<file path="src/rtl/tpo_pkg.sv">
package tpo_pkg;

   typedef enum logic [1:0] {
      MIR_VERT  = 2'd0,
      MIR_HORZ  = 2'd1,
      MIR_ONE_A = 2'd2,
      MIR_ONE_B = 2'd3
   } mir_mode_e;

   typedef struct packed {
      logic      en;
      mir_mode_e mode;
   } tpo_ctrl_t;

   localparam int CTRL_MODE_LSB = 0;
   localparam int CTRL_EN_BIT   = 2;

endpackage

</file>
<file path="src/rtl/tpo_fetch_classify.sv">
module tpo_fetch_classify #(
   parameter int VADDR_W  = 14,
   parameter int IDX_W    = 10,
   parameter int NT_BASE  = 'h2000,
   parameter int NT_LIMIT = 'h3C0
) (
   input  logic               vid_rd,
   input  logic               vid_render,
   input  logic [VADDR_W-1:0] vid_addr,
   output logic               is_name,
   output logic               is_attr,
   output logic [IDX_W-1:0]   idx
);
   if (VADDR_W <= IDX_W) begin : g_bad_width
      $error("tpo_fetch_classify: VADDR_W must exceed IDX_W");
   end
   if (NT_LIMIT >= (1 << IDX_W)) begin : g_bad_limit
      $error("tpo_fetch_classify: NT_LIMIT must fit within IDX_W bits");
   end

   localparam logic [VADDR_W-1:0] BASE_V  = VADDR_W'(NT_BASE);
   localparam logic [IDX_W-1:0]   LIMIT_V = IDX_W'(NT_LIMIT);

   logic in_region;
   logic render_rd;

   always_comb begin
      render_rd = vid_rd && vid_render;
      in_region = vid_addr >= BASE_V;
      idx       = vid_addr[IDX_W-1:0];
      is_name   = render_rd && in_region && (idx <  LIMIT_V);
      is_attr   = render_rd && in_region && (idx >= LIMIT_V);
   end
endmodule

</file>
<file path="src/rtl/tpo_bank_select.sv">
module tpo_bank_select
   import tpo_pkg::*;
#(
   parameter int VADDR_W = 14,
   parameter int VERT_BIT = 10,
   parameter int HORZ_BIT = 11
) (
   input  mir_mode_e          mode,
   input  logic [VADDR_W-1:0] vid_addr,
   output logic               bank
);
   if (VERT_BIT >= VADDR_W || HORZ_BIT >= VADDR_W) begin : g_bad_bits
      $error("tpo_bank_select: bank bits must lie inside the address");
   end

   always_comb begin
      unique case (mode)
         MIR_VERT:  bank = vid_addr[VERT_BIT];
         MIR_HORZ:  bank = vid_addr[HORZ_BIT];
         MIR_ONE_A: bank = 1'b0;
         MIR_ONE_B: bank = 1'b1;
         default:   bank = 1'b0;
      endcase
   end
endmodule

</file>
<file path="src/rtl/tpo_cpu_decode.sv">
module tpo_cpu_decode
   import tpo_pkg::*;
#(
   parameter int          CADDR_W  = 16,
   parameter int          DATA_W   = 8,
   parameter int          IDX_W    = 10,
   parameter int          PAL_W    = 2,
   parameter logic [3:0]  CTRL_SEL = 4'hA
) (
   input  logic               clk,
   input  logic               rst_n,
   input  logic               cpu_we,
   input  logic [CADDR_W-1:0] cpu_addr,
   input  logic [DATA_W-1:0]  cpu_wdata,
   output tpo_ctrl_t          ctrl,
   output logic               ram_we,
   output logic               ram_bank,
   output logic [IDX_W-1:0]   ram_idx,
   output logic [PAL_W-1:0]   ram_wdata
);
   if (CADDR_W < IDX_W + 3) begin : g_bad_caddr
      $error("tpo_cpu_decode: CADDR_W too small for the store window");
   end
   if (DATA_W <= CTRL_EN_BIT || DATA_W < PAL_W) begin : g_bad_data
      $error("tpo_cpu_decode: DATA_W too small for the control fields");
   end

   localparam int TOP = CADDR_W - 1;

   logic ctrl_hit;
   logic unused_addr;
   logic unused_data;

   assign ctrl_hit  = cpu_we && (cpu_addr[TOP -: 2] == 2'b10) && (cpu_addr[3:0] == CTRL_SEL);
   assign ram_we    = cpu_we && (cpu_addr[TOP -: 2] == 2'b11);
   assign ram_bank  = cpu_addr[IDX_W];
   assign ram_idx   = cpu_addr[IDX_W-1:0];
   assign ram_wdata = cpu_wdata[PAL_W-1:0];

   assign unused_addr = ^cpu_addr[TOP-2:IDX_W+1];
   assign unused_data = ^cpu_wdata[DATA_W-1:CTRL_EN_BIT+1];

   always_ff @(posedge clk) begin
      if (!rst_n) begin
         ctrl.en   <= 1'b0;
         ctrl.mode <= MIR_VERT;
      end else if (ctrl_hit) begin
         ctrl.en   <= cpu_wdata[CTRL_EN_BIT];
         ctrl.mode <= mir_mode_e'(cpu_wdata[CTRL_MODE_LSB +: 2]);
      end
   end

   a_r7_ctrl_load: assert property (@(posedge clk) disable iff (!rst_n)
      ctrl_hit |=> (ctrl.en == $past(cpu_wdata[CTRL_EN_BIT]))
                && (ctrl.mode == mir_mode_e'($past(cpu_wdata[1:0]))));

   a_r7_ctrl_hold: assert property (@(posedge clk) disable iff (!rst_n)
      !ctrl_hit |=> $stable(ctrl));

   a_r6_r7_disjoint: assert property (@(posedge clk) disable iff (!rst_n)
      !(ctrl_hit && ram_we));
endmodule

</file>
<file path="src/rtl/tpo_attr_ram.sv">
module tpo_attr_ram #(
   parameter int IDX_W = 10,
   parameter int PAL_W = 2,
   parameter int NBANKS = 2
) (
   input  logic             clk,
   input  logic             we,
   input  logic             wbank,
   input  logic [IDX_W-1:0] widx,
   input  logic [PAL_W-1:0] wdata,
   input  logic             rbank,
   input  logic [IDX_W-1:0] ridx,
   output logic [PAL_W-1:0] rdata
);
   if (NBANKS != 2) begin : g_bad_banks
      $error("tpo_attr_ram: bank select is one bit, NBANKS must be 2");
   end

   localparam int DEPTH = 1 << IDX_W;

   logic [PAL_W-1:0] bank_q [NBANKS];

   for (genvar b = 0; b < NBANKS; b++) begin : g_bank
      logic [PAL_W-1:0] store [DEPTH];
      logic             hit;

      assign hit = we && (wbank == b[0]);

      always_ff @(posedge clk) begin
         if (hit) store[widx] <= wdata;
      end

      assign bank_q[b] = store[ridx];
   end

   assign rdata = bank_q[rbank];
endmodule

</file>
<file path="src/rtl/tile_palette_override.sv">
module tile_palette_override
   import tpo_pkg::*;
#(
   parameter int          CADDR_W  = 16,
   parameter int          VADDR_W  = 14,
   parameter int          DATA_W   = 8,
   parameter int          IDX_W    = 10,
   parameter int          PAL_W    = 2,
   parameter int          NT_BASE  = 'h2000,
   parameter int          NT_LIMIT = 'h3C0,
   parameter logic [3:0]  CTRL_SEL = 4'hA
) (
   input  logic               clk,
   input  logic               rst_n,
   input  logic               cpu_we,
   input  logic [CADDR_W-1:0] cpu_addr,
   input  logic [DATA_W-1:0]  cpu_wdata,
   input  logic               vid_rd,
   input  logic               vid_render,
   input  logic [VADDR_W-1:0] vid_addr,
   input  logic [DATA_W-1:0]  mem_rdata,
   output logic [DATA_W-1:0]  vid_rdata
);
   if (DATA_W % PAL_W != 0) begin : g_bad_rep
      $error("tile_palette_override: DATA_W must be a multiple of PAL_W");
   end

   localparam int REP = DATA_W / PAL_W;

   tpo_ctrl_t        ctrl;
   logic             ram_we;
   logic             ram_bank;
   logic [IDX_W-1:0] ram_idx;
   logic [PAL_W-1:0] ram_wdata;
   logic             is_name;
   logic             is_attr;
   logic [IDX_W-1:0] cls_idx;
   logic             rd_bank;
   logic [IDX_W-1:0] nt_idx;
   logic [PAL_W-1:0] pal;
   logic [DATA_W-1:0] ovr_byte;
   logic             ovr;
   logic             capture;

   tpo_cpu_decode #(
      .CADDR_W (CADDR_W),
      .DATA_W  (DATA_W),
      .IDX_W   (IDX_W),
      .PAL_W   (PAL_W),
      .CTRL_SEL(CTRL_SEL)
   ) u_dec (
      .clk      (clk),
      .rst_n    (rst_n),
      .cpu_we   (cpu_we),
      .cpu_addr (cpu_addr),
      .cpu_wdata(cpu_wdata),
      .ctrl     (ctrl),
      .ram_we   (ram_we),
      .ram_bank (ram_bank),
      .ram_idx  (ram_idx),
      .ram_wdata(ram_wdata)
   );

   tpo_fetch_classify #(
      .VADDR_W (VADDR_W),
      .IDX_W   (IDX_W),
      .NT_BASE (NT_BASE),
      .NT_LIMIT(NT_LIMIT)
   ) u_cls (
      .vid_rd    (vid_rd),
      .vid_render(vid_render),
      .vid_addr  (vid_addr),
      .is_name   (is_name),
      .is_attr   (is_attr),
      .idx       (cls_idx)
   );

   tpo_bank_select #(
      .VADDR_W(VADDR_W)
   ) u_bank (
      .mode    (ctrl.mode),
      .vid_addr(vid_addr),
      .bank    (rd_bank)
   );

   tpo_attr_ram #(
      .IDX_W (IDX_W),
      .PAL_W (PAL_W),
      .NBANKS(2)
   ) u_ram (
      .clk  (clk),
      .we   (ram_we),
      .wbank(ram_bank),
      .widx (ram_idx),
      .wdata(ram_wdata),
      .rbank(rd_bank),
      .ridx (nt_idx),
      .rdata(pal)
   );

   assign capture = ctrl.en && is_name;

   always_ff @(posedge clk) begin
      if (!rst_n)       nt_idx <= '0;
      else if (capture) nt_idx <= cls_idx;
   end

   for (genvar g = 0; g < REP; g++) begin : g_rep
      assign ovr_byte[g*PAL_W +: PAL_W] = pal;
   end

   assign ovr       = ctrl.en && is_attr;
   assign vid_rdata = ovr ? ovr_byte : mem_rdata;

   a_r2_capture: assert property (@(posedge clk) disable iff (!rst_n)
      (ctrl.en && is_name) |=> (nt_idx == $past(vid_addr[IDX_W-1:0])));

   a_r9_offset_hold: assert property (@(posedge clk) disable iff (!rst_n)
      !(ctrl.en && is_name) |=> $stable(nt_idx));

   a_r2_kind_exclusive: assert property (@(posedge clk) disable iff (!rst_n)
      !(is_name && is_attr));

   a_r8_passthrough: assert property (@(posedge clk) disable iff (!rst_n)
      (!vid_rd || !vid_render) |-> (vid_rdata == mem_rdata));

   a_r4_disabled: assert property (@(posedge clk) disable iff (!rst_n)
      !ctrl.en |-> (vid_rdata == mem_rdata));

   a_r3_name_passes: assert property (@(posedge clk) disable iff (!rst_n)
      is_name |-> (vid_rdata == mem_rdata));
endmodule

</file>
<file path="config.mk">
export PLATFORM = sky130hd
export DESIGN_NAME = tile_palette_override
export DESIGN_NICKNAME = d
export VERILOG_FILES = /design/src/rtl/tpo_pkg.sv /design/src/rtl/tpo_fetch_classify.sv /design/src/rtl/tpo_bank_select.sv /design/src/rtl/tpo_cpu_decode.sv /design/src/rtl/tpo_attr_ram.sv /design/src/rtl/tile_palette_override.sv
export SDC_FILE = /design/constraint.sdc
export NUM_CORES = 2
export LEC_CHECK = 0
export BUFFER_PORTS_ARGS = -buffer_cell sky130_fd_sc_hd__buf_2
export CAP_MARGIN = 20
export CORE_MARGIN = 10
export CORE_UTILIZATION = 55
export CTS_BUF_LIST = sky130_fd_sc_hd__clkbuf_4
export CTS_CLUSTER_DIAMETER = 200
export DETAILED_ROUTE_END_ITERATION = 10
export GPL_ROUTABILITY_DRIVEN = 0
export GPL_TIMING_DRIVEN = 1
export PLACE_DENSITY = 0.73
export SYNTH_ARGS = -nofsm -noshare
export SYNTH_HDL_FRONTEND = slang
export SYNTH_SLANG_ARGS = --single-unit
export TNS_END_PERCENT = 10
</file>
<file path="constraint.sdc">
create_clock -name clk -period 3.15 [get_ports clk]
set_input_delay 0.4725 -clock clk [delete_from_list [all_inputs] [get_ports clk]]
set_output_delay 0.4725 -clock clk [all_outputs]
set_load 0.01 [all_outputs]
</file>
# Word level (Yosys, flattened, before mapping)
# Memories as Yosys holds them, arrays and structs flattened. A register that Yosys moved wholly into a read port is not among the register bits.
# Cells that the tools add are included.
# word_totals
register_bits	13
ram_bits	4096
input_bits	51
memories	2
# mem_list
name	depth	word_bits	rd	rd_ports_with_merged_regs	write_ports	line_no	rtl
u_ram.g_bank[0].store	1024	2	1	1	1	tpo_attr_ram.sv:24	logic [PAL_W-1:0] store [DEPTH];
u_ram.g_bank[1].store	1024	2	1	1	1	tpo_attr_ram.sv:24	
# op_classes
n_lt_le_gt_ge	4
n_eq_ne	6
muxes	13
n_bitwise	2
reduce_logical	12
# ops
op	count
$mux W10	4
$ge A14 B14 Y1 const B	1
$logic_and A1 B1 Y1	11
$ge A10 B10 Y1 const B	1
$lt A10 B10 Y1 const B	1
$eq A2 B2 Y1 const B	4
$mux W8	1
$mux W2	3
$eq A4 B4 Y1 const B	1
$mux W1	4
$pmux W1 S4	1
$eq A2 B1 Y1 const B	1
$ge A2 B2 Y1 const B	1
$logic_not A2 Y1	1
$not A1 Y2	1
$not A1 Y1	1

# Depth between registers and ports, before layout
# depth
depth_word	7
mapped_depth	17

# Modules after synthesis
# A second synthesis with hierarchy kept.
# hier_totals
cells_unflattened	10246
area_unflattened_um2	170518.5
# by_module_without_submodules
mod	instances	cells_per_inst	area_each_um2	seq_area_each_um2
tpo_attr_ram	1	10144	169620.2	122998.0
tile_palette_override	1	57	520.5	200.2
tpo_cpu_decode	1	28	265.3	60.1
tpo_fetch_classify	1	14	96.3	0.0
tpo_bank_select	1	3	16.3	0.0

# Least setup slack after synthesis
# OpenSTA, ideal clock, no wires.
# synth_path
kind	reg2out
startpoint	register with a tool-made name
endpoint	output port vid_rdata[0]
t_arrival_ns	2.836
path_slack_ns	-0.159
path_stages_with_launch	15
cell_sequence	dfxtp_1 buf_6 buf_8 buf_12 buf_8 buf_6 buf_4 mux4_2 a221oi_1 o22ai_1 a211o_1 nand3_1 o211ai_1 o32ai_2 nor2_1
# synth_rtl
element	line_no	rtl
to (decl)	tile_palette_override.sv:22	output logic [DATA_W-1:0] vid_rdata

==> impl_table.tex <==
\begin{tabular}{lr}
\hline
Metric & Value \\
\hline
\multicolumn{2}{l}{\textbf{Run status}} \\
Outcome & finished, violations left \\
Violations in the final reports & negative setup slack \\
\multicolumn{2}{l}{\textbf{Worst setup path}} \\
Critical path class & flop to primary output \\
Nature of the critical path startpoint & flop \\
Start of the worst register-to-register path & u\_dec.ctrl[2]\$\_SDFFE\_PN0P\_ \\
Element type at the critical path end & primary output \\
Worst R2R Path Depth & 11 \\
CP Capture Point & vid\_rdata[2] \\
Arrival time at the worst endpoint & 5.14 ns \\
Slack of the worst reg-to-reg path & 0.46 ns \\
Data required time of the worst path & 2.68 ns \\
Reg-to-reg endpoint & nt\_idx[4]\$\_SDFFE\_PN0P\_ \\
CP Max Fanout & 18 \\
\multicolumn{2}{l}{\textbf{Clock tree}} \\
Clock buffer depth & 4 \\
Clock Pin Slew Worst Setup and Hold Paths & $\sim$0.07 ns \\
Root cell of the clock tree & clkbuf\_4 \\
Number of clock sinks & 4,119 \\
Number of buffers added by the clock tree synthesis step & 946 \\
CTS tree & built \\
Max H-tree Level & 6 \\
Clock latency on the worst-skew pair & 1.50 ns \\
\multicolumn{2}{l}{\textbf{Global routing}} \\
Vias in the first global route & 103,328 \\
Overall overflow remaining after global route & 0 \\
Global-route wire length before repair & 696 mm \\
GR Util All Layers & 28.7\% \\
Initial antenna violation count & 37 \\
Largest net degree at the start of global routing & between 150 and 200 \\
\multicolumn{2}{l}{\textbf{Floorplanning}} \\
I/O pin total & 59 \\
Initial Util & around 55\% \\
Area enclosed by the die boundary & 0.328 mm² \\
Site Rows & 202 \\
Die Width & 573 µm \\
Floorplan Core Area & 0.304 mm² \\
Die Y-Extent & 573 µm \\
\multicolumn{2}{l}{\textbf{Place}} \\
Post-detail-place hpwl & around 300 mm \\
Number of I/O port buffers & 49 \\
Post-Place Worst Slack & -1.63 ns \\
\multicolumn{2}{l}{\textbf{Timing}} \\
Total setup violations reported at the end of the flow & 8 \\
Transition time at the pin with the least slew margin & 1.16 ns \\
Unrepaired setup endpoints after global routing & yes \\
Final worst-path cycle share & 178\% \\
Final clock skew & between 0.1 and 0.15 ns \\
Worst hold slack across all endpoints & 0.0263 ns \\
Final slew viol count & 0 \\
Clock period minus worst slack & 5.61 ns \\
Min setup slack post-route & -2.46 ns \\
Top achievable clock speed & 178 MHz \\
Number of failing hold endpoints at the final stage & 0 \\
Relative slew margins & 22.7\% \\
\multicolumn{2}{l}{\textbf{Power and ir drop}} \\
Reported leakage power & 60.1 nW \\
VDD IR max & between 0.0003 and 0.0004 V \\
Power per unit of standard cell area & 533 mW/mm² \\
\multicolumn{2}{l}{\textbf{Final layout}} \\
Final layout net count & around 11,000 \\
Fill count & 20,289 \\
Synthesis-to-layout area growth & 15.9\% \\
Share of final-layout standard cells stronger than drive strength 1 & between 30\% and 40\% \\
\multicolumn{2}{l}{\textbf{Drt}} \\
DR iter-0 viols & 16,213 \\
Drt pass-1 iters & 8 \\
Total via count in the routed design & $\sim$100k \\
Remaining routing DRC violations & 0 \\
Wire per inst & between 30 and 40 µm \\
Via-per-instance ratio & between 6 and 7 \\
Number of nets still failing antenna checks after routing & 0 \\
Total Wirelength & just under 500 mm \\
\multicolumn{2}{l}{\textbf{Yosys}} \\
Number of enable flip-flop cells after synthesis & 4,096 \\
Yosys warnings & 0 \\
Gate count after technology mapping & 9,638 \\
Fraction of the mapped netlist area in simple logic gates & 6.71\% \\
Mean area per synthesized cell & 17.4 µm² \\
Share of synthesized area occupied by flip-flops and latches & 73.4\% \\
Synth Area in Compound Gates & about 2.8\% \\
Combinational family with the most area after synthesis & multiplexers \\
Post-synthesis cell type count & 86 \\
Fraction of synthesis flops using an asynchronous set or reset pin & 0\% \\
Count of state elements after synthesis & a little over 4,000 \\
Prevailing post-synth register cell & edfxtp\_1 \\
Adder-cell share of the synthesized area & 0\% \\
Combined area of all synthesized cells & $\sim$0.17 mm² \\
Post-synthesis mux area share & around 14\% \\
Net count after synthesis & 9,689 \\
Synth Area in XOR/XNOR & 0\% \\
\multicolumn{2}{l}{\textbf{Worst hold path}} \\
Class of the tightest hold or removal check & primary input to flop \\
Worst min-delay path startpoint & vid\_addr[13] \\
\multicolumn{2}{l}{\textbf{Flow run}} \\
Count of max-cap constraint violations & 0 \\
\hline
\end{tabular}
worst min-delay path by stage:
| stage | slack [ns] | endpoint | depth (start not counted) |
|---|---|---|---|
| after floorplan | 0.48 | u_dec.ctrl[2]$_SDFFE_PN0P_ | 2 |
| after global placement | 0.50 | nt_idx[9]$_SDFFE_PN0P_ | 1 |
| after detailed placement | 0.51 | flop | 2 |
| after CTS | 0.01 | flop | 4 |
| after global routing | 0.04 | nt_idx[6]$_SDFFE_PN0P_ | 6 |
| final | 0.03 | nt_idx[6]$_SDFFE_PN0P_ | 6 |
metal layers:
layer	up-vias	global-route usage, %	routed length [µm]	part of all wire, %
li1	41236	-	-	-
met1	51449	37.5	167000	34
met2	7934	45.3	231000	47
met3	1330	7.06	62000	13
met4	16	14.5	26000	5.4
met5	-	0	117	0.024
metrics by stage:
step | TNS, ns | power, mW | std cells | utilization [%] | cell area, µm²
4_1_cts | -20.04 | 104 | 15792 | 64.0 | 194000
3_5_place_dp | -12.02 | 63.0 | 13952 | 59.0 | 179000
6_report | -19.33 | 104 | 15841 | 64.2 | 195000
3_3_place_gp | -11.94 | 63.0 | 13952 | 59.0 | 179000
2_1_floorplan | -1.15 | 61.6 | 9638 | - | 168000
5_1_grt | -19.85 | 107 | 15823 | 64.1 | 195000
report_power, final:
| part | internal (mW) | leakage, nW | switching, mW | total [mW] |
|---|---|---|---|---|
| Combinational | 0.338 | 16.0 | 1.43 | 1.77 |
| Clock | 20.9 | 7.13 | 21.0 | 41.9 |
| Sequential | 60.2 | 37.0 | 0.00187 | 60.2 |
| Total | 81.4 | 60.1 | 22.4 | 104 |
area by class of cell:
class	count	area [µm²]	area share, %
antenna	26	65.1	0.0334
clock buffer	1347	10100	5.19
clock inverter	356	1940	0.998
inverter	8	35.0	0.0180
multi-input combinational	4714	41500	21.3
sequential	4119	123000	63.4
tap	4080	5100	2.62
timing repair buffer	1191	12500	6.40
logic make-up (layout without fill, tap and decap cells):
group                  Yosys count  in the layout
other                            0             26
flip-flops                    4119           4119
AO/OA/AOI/OAI                  674            674
buffers and inverters          805           2902
multiplexers                  1283           1283
AND/OR/NAND/NOR               2757           2757
cells in the mapped netlist, types with 46 or more instances:
cell / count / area, µm²
mux4_1: 86 / 2260
nor3_1: 87 / 435
edfxtp_1: 4096 / 123000
buf_1: 101 / 379
nor2_1: 2135 / 8010
a211oi_1: 48 / 360
buf_2: 99 / 495
mux4_2: 784 / 17700
o22ai_1: 173 / 1080
buf_6: 46 / 518
mux2i_1: 397 / 3970
a22oi_1: 159 / 1190
nand3_1: 119 / 596
a21oi_1: 81 / 405
buf_4: 82 / 616
clkbuf_1: 400 / 1500
nand2_1: 225 / 845
registers in the layout (all words and copies together), names as in the netlist, named ones only:
| name | flops |
|---|---|
| u_ram.g_bank.store | 4096 |
| u_dec.ctrl | 3 |
| nt_idx | 10 |
cell usage in the layout, fill, tap and decap left out, drive strengths merged, types with 81 or more instances in the layout:
master,synthesis,final
mux4,870,870
buf,374,1116
o22ai,173,173
nor2,2136,2136
edfxtp,4096,4096
clkbuf,422,1350
nand2,225,225
mux2i,397,397
a22oi,159,159
nand3,119,119
a21oi,81,81
nor3,87,87
clkinv,0,309
timing repair:
item | CTS | global route
pin swaps | 53 | 24
setup endpoints to repair | 8 | 12
hold buffers | 58 | 0
cloned | 25 | 3
hold endpoints to repair | 4129 | 0
setup buffers | 58 | 24
resized for setup | 269 | 55
critical path, stage by stage (launching register included):
cell,delay [ns]
dfxtp_4,0.44
buf_6,0.24
buf_12,0.22
buf_6,0.22
buf_4,0.26
mux4_2,0.37
mux4_2,0.47
o21ai_1,0.28
nor4_4,0.13
a22o_4,0.33
o32ai_4,0.29
buf_12,0.18
nor2_2,0.03
buf_2,0.13
No activity file was read; power rests on OpenSTA's default activity.
